File: src/rtl/tmr_pair_pkg.sv
package tmr_pair_pkg;

    localparam int BYTE_W  = 8;
    localparam int ADDR_W  = 3;
    localparam int PRE13_W = 5;

    typedef enum logic [1:0] {
        MD_13    = 2'd0,
        MD_16    = 2'd1,
        MD_RLD   = 2'd2,
        MD_SPLIT = 2'd3
    } tmode_e;

    typedef struct packed {
        logic   ext_sel;
        tmode_e mode;
    } chcfg_t;

    typedef struct packed {
        logic [BYTE_W-1:0] hi;
        logic [BYTE_W-1:0] lo;
    } cnt_t;

    typedef struct packed {
        logic presel;
        logic ovf1;
        logic run1;
        logic ovf0;
        logic run0;
    } ctrl_t;

    localparam logic [ADDR_W-1:0] A_CTRL = 3'd0;
    localparam logic [ADDR_W-1:0] A_MODE = 3'd1;
    localparam logic [ADDR_W-1:0] A_C0L  = 3'd2;
    localparam logic [ADDR_W-1:0] A_C0H  = 3'd3;
    localparam logic [ADDR_W-1:0] A_C1L  = 3'd4;
    localparam logic [ADDR_W-1:0] A_C1H  = 3'd5;

endpackage

File: src/rtl/tmr_pair_presc.sv
module tmr_pair_presc #(
    parameter int DIV_SLOW = 12,
    parameter int DIV_FAST = 4
) (
    input  logic clk,
    input  logic rst_n,
    input  logic restart,
    input  logic fast,
    output logic tick
);
    localparam int DIV_MAX = (DIV_SLOW > DIV_FAST) ? DIV_SLOW : DIV_FAST;
    localparam int PW      = (DIV_MAX > 2) ? $clog2(DIV_MAX) : 1;

    logic [PW-1:0] cnt_d, cnt_q;
    logic [PW-1:0] lim;

    always_comb begin
        lim   = fast ? PW'(DIV_FAST - 1) : PW'(DIV_SLOW - 1);
        tick  = (cnt_q >= lim);
        cnt_d = cnt_q + PW'(1);
        if (restart || tick) begin
            cnt_d = '0;
        end
    end

    always_ff @(posedge clk or negedge rst_n) begin
        if (!rst_n) begin
            cnt_q <= '0;
        end else begin
            cnt_q <= cnt_d;
        end
    end
endmodule

File: src/rtl/tmr_pair_edge.sv
module tmr_pair_edge #(
    parameter int STAGES = 2
) (
    input  logic clk,
    input  logic rst_n,
    input  logic pin,
    output logic fall
);
    logic [STAGES-1:0] sync_d, sync_q;
    logic              prev_d, prev_q;

    always_comb begin
        sync_d = (sync_q << 1) | STAGES'(pin);
        prev_d = sync_q[STAGES-1];
        fall   = prev_q & ~sync_q[STAGES-1];
    end

    always_ff @(posedge clk or negedge rst_n) begin
        if (!rst_n) begin
            sync_q <= '1;
            prev_q <= 1'b1;
        end else begin
            sync_q <= sync_d;
            prev_q <= prev_d;
        end
    end
endmodule

File: src/rtl/tmr_pair_step.sv
module tmr_pair_step
    import tmr_pair_pkg::*;
#(
    parameter bit SPLIT_OK = 1'b0
) (
    input  cnt_t   cur,
    input  tmode_e mode,
    input  logic   inc,
    input  logic   inc_hi,
    output cnt_t   nxt,
    output logic   ovf,
    output logic   ovf_hi
);
    localparam int W13 = BYTE_W + PRE13_W;
    localparam int W16 = 2 * BYTE_W;

    logic [W13-1:0] v13, v13_inc;
    logic [W16-1:0] v16_inc;

    always_comb begin
        nxt     = cur;
        ovf     = 1'b0;
        ovf_hi  = 1'b0;
        v13     = {cur.hi, cur.lo[PRE13_W-1:0]};
        v13_inc = v13 + W13'(1);
        v16_inc = cur + W16'(1);
        case (mode)
            MD_13: begin
                if (inc) begin
                    ovf                   = &v13;
                    nxt.hi                = v13_inc[W13-1:PRE13_W];
                    nxt.lo[PRE13_W-1:0]   = v13_inc[PRE13_W-1:0];
                end
            end
            MD_16: begin
                if (inc) begin
                    ovf = &cur;
                    nxt = cnt_t'(v16_inc);
                end
            end
            MD_RLD: begin
                if (inc) begin
                    if (&cur.lo) begin
                        nxt.lo = cur.hi;
                        ovf    = 1'b1;
                    end else begin
                        nxt.lo = cur.lo + BYTE_W'(1);
                    end
                end
            end
            MD_SPLIT: begin
                if (SPLIT_OK) begin
                    if (inc) begin
                        ovf    = &cur.lo;
                        nxt.lo = cur.lo + BYTE_W'(1);
                    end
                    if (inc_hi) begin
                        ovf_hi = &cur.hi;
                        nxt.hi = cur.hi + BYTE_W'(1);
                    end
                end
            end
            default: ;
        endcase
    end
endmodule

File: src/rtl/tmr_pair.sv
module tmr_pair
    import tmr_pair_pkg::*;
#(
    parameter int DIV_SLOW    = 12,
    parameter int DIV_FAST    = 4,
    parameter int SYNC_STAGES = 2
) (
    input  logic              clk,
    input  logic              rst_n,
    input  logic              wr_en,
    input  logic [ADDR_W-1:0] addr,
    input  logic [BYTE_W-1:0] wdata,
    output logic [BYTE_W-1:0] rdata,
    input  logic [1:0]        ext_pin,
    output logic [1:0]        ovf_o
);
    localparam int NCH = 2;

    typedef struct packed {
        ctrl_t                ctrl;
        chcfg_t [NCH-1:0]     cfg;
        cnt_t   [NCH-1:0]     cnt;
    } st_t;

    st_t st_d, st_q;

    logic             tick;
    logic             wr_ctrl;
    logic             split;
    logic [NCH-1:0]   fall;
    logic [NCH-1:0]   run_v;
    logic [NCH-1:0]   inc;
    logic [NCH-1:0]   inc_hi;
    logic [NCH-1:0]   ovf_w;
    logic [NCH-1:0]   ovf_hi_w;
    cnt_t [NCH-1:0]   nxt;

    assign wr_ctrl = wr_en && (addr == A_CTRL);
    assign split   = (st_q.cfg[0].mode == MD_SPLIT);
    assign run_v   = {st_q.ctrl.run1, st_q.ctrl.run0};

    tmr_pair_presc #(
        .DIV_SLOW (DIV_SLOW),
        .DIV_FAST (DIV_FAST)
    ) u_presc (
        .clk     (clk),
        .rst_n   (rst_n),
        .restart (wr_ctrl),
        .fast    (st_q.ctrl.presel),
        .tick    (tick)
    );

    for (genvar g = 0; g < NCH; g++) begin : g_ch
        tmr_pair_edge #(
            .STAGES (SYNC_STAGES)
        ) u_edge (
            .clk   (clk),
            .rst_n (rst_n),
            .pin   (ext_pin[g]),
            .fall  (fall[g])
        );

        assign inc[g]    = run_v[g] & (st_q.cfg[g].ext_sel ? fall[g] : tick);
        assign inc_hi[g] = (g == 0) ? (st_q.ctrl.run1 & tick) : 1'b0;

        tmr_pair_step #(
            .SPLIT_OK (g == 0)
        ) u_step (
            .cur    (st_q.cnt[g]),
            .mode   (st_q.cfg[g].mode),
            .inc    (inc[g]),
            .inc_hi (inc_hi[g]),
            .nxt    (nxt[g]),
            .ovf    (ovf_w[g]),
            .ovf_hi (ovf_hi_w[g])
        );
    end

    always_comb begin
        logic set0, set1, keep0, keep1;
        st_d        = st_q;
        st_d.cnt[0] = nxt[0];
        st_d.cnt[1] = nxt[1];

        set0  = ovf_w[0];
        set1  = split ? ovf_hi_w[0] : (ovf_w[1] | ovf_hi_w[1]);
        keep0 = wr_ctrl ? wdata[1] : 1'b1;
        keep1 = wr_ctrl ? wdata[3] : 1'b1;
        st_d.ctrl.ovf0 = set0 | (st_q.ctrl.ovf0 & keep0);
        st_d.ctrl.ovf1 = set1 | (st_q.ctrl.ovf1 & keep1);

        if (wr_en) begin
            case (addr)
                A_CTRL: begin
                    st_d.ctrl.run0   = wdata[0];
                    st_d.ctrl.run1   = wdata[2];
                    st_d.ctrl.presel = wdata[4];
                end
                A_MODE: begin
                    st_d.cfg[0] = chcfg_t'(wdata[2:0]);
                    st_d.cfg[1] = chcfg_t'(wdata[6:4]);
                end
                A_C0L:   st_d.cnt[0].lo = wdata;
                A_C0H:   st_d.cnt[0].hi = wdata;
                A_C1L:   st_d.cnt[1].lo = wdata;
                A_C1H:   st_d.cnt[1].hi = wdata;
                default: ;
            endcase
        end
    end

    always_ff @(posedge clk or negedge rst_n) begin
        if (!rst_n) begin
            st_q <= '0;
        end else begin
            st_q <= st_d;
        end
    end

    always_comb begin
        case (addr)
            A_CTRL:  rdata = {3'b000, st_q.ctrl};
            A_MODE:  rdata = {1'b0, st_q.cfg[1], 1'b0, st_q.cfg[0]};
            A_C0L:   rdata = st_q.cnt[0].lo;
            A_C0H:   rdata = st_q.cnt[0].hi;
            A_C1L:   rdata = st_q.cnt[1].lo;
            A_C1H:   rdata = st_q.cnt[1].hi;
            default: rdata = '0;
        endcase
    end

    assign ovf_o = {st_q.ctrl.ovf1, st_q.ctrl.ovf0};
endmodule

File: config.mk
export PLATFORM = sky130hd
export DESIGN_NAME = tmr_pair
export DESIGN_NICKNAME = d
export VERILOG_FILES = /design/src/rtl/tmr_pair_pkg.sv /design/src/rtl/tmr_pair_presc.sv /design/src/rtl/tmr_pair_edge.sv /design/src/rtl/tmr_pair_step.sv /design/src/rtl/tmr_pair.sv
export SDC_FILE = /design/constraint.sdc
export NUM_CORES = 1
export LEC_CHECK = 0
export BUFFER_PORTS_ARGS = -buffer_cell sky130_fd_sc_hd__buf_2
export CAP_MARGIN = 25
export CORE_AREA = 2 2 99 101
export DETAILED_ROUTE_END_ITERATION = 8
export DIE_AREA = 0 0 101 103
export SLEW_MARGIN = 20
export SYNTH_ARGS = -nofsm -noshare
export SYNTH_HDL_FRONTEND = slang
export SYNTH_HIERARCHICAL = 1
export SYNTH_SLANG_ARGS = --single-unit
File: constraint.sdc
create_clock -name clk -period 4.4 [get_ports clk]
set_input_delay 0.22 -clock clk [delete_from_list [all_inputs] [get_ports clk]]
set_output_delay 0.22 -clock clk [all_outputs]
set_load 0.01 [all_outputs]
; After elaboration in Yosys (flattened, before gate mapping)
; Index checks and enable logic that the tools add are counted.
[totals]
wordCells = 107
ff_bits = 53
in_bits = 16
out_inout_bits = 10
[classes]
eq_ne = 10
mux = 43
magnitude_cmp = 1
bitwise_logic = 13
addsub = 8
n_reduce_logical = 14
[ops]
columns = op, n
row1 = $mux 8, 12
row2 = $pmux 8 s6, 1
row3 = $add 16x1->16 const B, 2
row4 = $mux 16, 2
row5 = $mux 32, 1
row6 = $reduce_and 16->1, 2
row7 = $add 13x1->13 const B, 2
row8 = $reduce_and 13->1, 2
row9 = $add 8x1->8 const B, 3
row10 = $pmux 8 s3, 1
row11 = $reduce_and 8->1, 3
row12 = $pmux 5 s4, 1
row13 = $pmux 8 s2, 1
row14 = $mux 1, 15
row15 = $pmux 5 s3, 1
row16 = $mux 5, 2
row17 = $pmux 3 s3, 1
row18 = $mux 4, 2
row19 = $and 1x1->1, 7
row20 = $eq 2x2->1 const B, 3
row21 = $eq 3x2->1 const B, 2
row22 = $eq 3x3->1 const B, 2
row23 = $pmux 3 s2, 1
row24 = $add 4x1->4 const B, 1
row25 = other kinds (13), 19

; Depth between registers and ports, before layout
[logic_depth]
depth_word = 8
depth_mapped = 11
ltp_nobuf = 11

; Modules after synthesis
; Netlist, hierarchy kept.
[by_module_without_submodules]
columns = module, cells_each, area_per_inst_um2, seq_area_each_um2, instances
row1 = tmr_pair, 156, 2104.5, 1076.0, 1
row2 = tmr_pair_step at g_ch[0].u_step, 136, 835.8, 0.0, 1
row3 = tmr_pair_step at g_ch[1].u_step, 119, 775.7, 0.0, 1
row4 = tmr_pair_presc, 17, 195.2, 100.1, 1
row5 = tmr_pair_edge, 4, 92.6, 78.8, 2

; Worst setup path before layout
; Ideal clock, no wire load.
[synth_path]
path_type = register -> register
start = register st_q[42] in the netlist's numbering
end = register st_q[25] in the netlist's numbering
required_ps = 4275
setup_slack_ps = 1916
n_path_buf = 0
t_arrival_ps = 2359
period_less_slack_ps = 2484
stages_incl_launch_ff = 11
setup_ps = 125
cell_sequence = dfrtp_1 > ha_1 > o21ai_2 > nand2b_1 > mux2i_1 > nor2b_1 > and3_1 > nand3_2 > mux2_4 > a221o_1 > mux2_2
[synth_lines]
columns = item, line_no
row1 = from (decl), tmr_pair.sv:25  ; st_t st_d, st_q;
row2 = from (signal assigned), tmr_pair.sv:116  ; st_q <= st_d;

==> impl_metrics.py <==
metrics = {
    "power": {
        "p_sw_uw": 898,
        "power.total_mw": 2.04,
        "power_density_nw_per_um2": 470,
        "clock_power_share": 0.149,
        "pwr-share-comb": 0.406,
        "internal-power_mw": 1.14,
        "switching_share": 0.440,
        "p_seq_frac": 0.445,
        "vdd_drop_max_uv": 277,
        "p_leak_nw": 1.71,
    },
    "global_routing": {
        "met1_usage": 0.331,
        "grt_overflow_total": 0,
        "gr-usage-met2": 0.389,
        "antenna_found_initial": 0,
        "grt-busiest-layer": "met2",
        "grt_pass1_wl_um": 18700,
        "grt_pass1_vias": 3389,
        "grt_usage": 0.234,
        "use_met3": 0.0278,
        "grt_max_degree": 54,
    },
    "clocking": {
        "cts-root-buf": "clkbuf_8",
        "hold_buffers": 2,
        "cts.sinks": 53,
        "htreeDepth": 2,
        "cts_resized": 0,
        "clkLatencyLatePin_ns": 0.32,
        "cts-buffers-inserted": 5,
        "clockBufferDepth": 2,
        "cts_tree": "done",
        "post_cts_buffers": 0,
        "clk_pin_slew_ns": 0.11,
    },
    "flow_run": {
        "cap_violations": 0,
    },
    "timing": {
        "worst_pin_slew_ns": 0.789,
        "tns_ns": 0,
        "final-setup-viol-count": 0,
        "rsz0062_at_grt": "no",
        "fmax_mhz": 328,
        "slew_headroom": 0.474,
        "period_share": 0.693,
        "slew_viol_final": 0,
        "skew_ns": 0.00730,
        "final-hold-violation-count": 0,
        "fin_crit_ns": 3.05,
    },
    "cells_and_area": {
        "layout_commonest_cell": "dfrtp_1",
        "drive_above_1_share": 0.251,
        "insertedDiodeCount": 0,
        "fillers": 928,
        "nNetsFinal": 467,
        "area_delta_synth_final_pct": 6.21,
        "final_core_util": 0.460,
        "layout_common_cells": "47 x dfrtp_1, 40 x mux2_2, 28 x nand3_1",
        "finalInstanceArea_sq_um": 4350,
    },
    "worst_setup_path": {
        "max_stage_delay_ns": 0.61,
        "cp_max_fo": 13,
        "regToRegStartpoint": "st_q[42]",
        "end_kind": "flop",
        "startpoint": "st_q[42]",
        "cp-start-kind": "flop",
        "cp_num_buf_inv": 0,
        "path_cells": "ha_1 > o21ai_2 > nand2b_1 > mux2i_1 > nor2b_1 > nand3_1 > or2_1 > o21ai_0 > a21boi_0 > a221o_1 > mux2_2",
        "worst_ep_arrival_time_ns": 3.26,
        "required_ns": 4.61,
        "cp_top_family": "simple AND/OR/NAND/NOR gates",
        "slowest_stage": "nor2b_1",
        "criticalPathCategory": "reg -> reg",
    },
    "synthesis": {
        "yosysWarningCount": 6,
        "postSynthNetCount": 460,
        "syn_avg_cell_area_sq_um": 9.41,
        "syn_area_sq_um": 4090,
        "synthCells": 435,
    },
    "hold_path": {
        "min_path_type": "in -> async",
    },
    "routing": {
        "ant_nets": 0,
        "drt_iter0_drc": 235,
        "drtPass1Iterations": 4,
        "via_per_inst": 6.33,
        "wl_per_cell_um": 20.7,
        "drc": 0,
        "wirelength_um": 11500,
        "via_count": 3527,
    },
    "place": {
        "port_buffers": 25,
        "gp_congestion": 0.958,
        "dpl.hpwl_um": 8480,
        "dpl_cell_area_sq_um": 4230,
    },
    "floorplanning": {
        "core_sq_um": 9460,
        "die_w_um": 101,
        "die_y_um": 103,
        "ios": 26,
        "rows": 36,
        "dieArea_sq_um": 10400,
        "start_util": 0.433,
    },
    "run_status": {
        "status": "finished clean",
    },
}
==> power groups by stage <==
stage | sequential, mW | combinational, mW | clock (mW)
2_1_floorplan | 0.774 | 0.703 | 0
3_3_place_gp | 0.910 | 0.813 | 0
3_5_place_dp | 0.912 | 0.821 | 0
4_1_cts | 0.902 | 0.827 | 0.317
5_1_grt | 0.939 | 0.922 | 0.329
6_report | 0.909 | 0.829 | 0.304
==> layout make-up <==
class | instances | area, sq um | area share
inverter | 15 | 56.3 | 0.0130
clock buffer | 5 | 68.8 | 0.0158
timing repair buffer | 29 | 160 | 0.0368
tap | 114 | 143 | 0.0328
clock inverter | 3 | 28.8 | 0.00662
sequential | 53 | 1330 | 0.307
multi-input combinational | 338 | 2560 | 0.588
==> metal layers <==
layer,vias to the layer above,wire length (um)
li1,1667,-
met1,1728,5230
met2,122,5600
met3,10,574
met4,0,129
met5,-,0
==> worst paths after layout <==
kind	cells after the start	slack (ns)	end
setup / recovery	11	1.35	st_q[10]
hold / removal	2	0.003	st_q[6]
setup reg to reg	11	1.35	st_q[10]
hold reg to reg	0	0.36	g_ch[1].u_edge/sync_q[1]
max in group asynchronous	2	3.91	st_q[24]
min in group clk	2	0.23	st_q[6]
==> flip-flops by register name, indices dropped and copies added (netlist names) <==
register,flops
g_ch.u_edge/prev_q,2
g_ch.u_edge/sync_q,4
ovf_o,2
run_v,2
st_q,39
u_presc/cnt_q,4
==> through the flow <==
stage | hold slack, ns | instances | worst slack (ns)
finish | 0.00297 | 557 | 1.35
global route | 0.0739 | 557 | 1.02
CTS | 0.0500 | 557 | 1.37
detailed placement | 0.327 | 547 | 1.41
global placement | 0.326 | 547 | 1.49
floorplan | -0.0756 | 435 | 1.92
(Power assumes the default switching activity.)
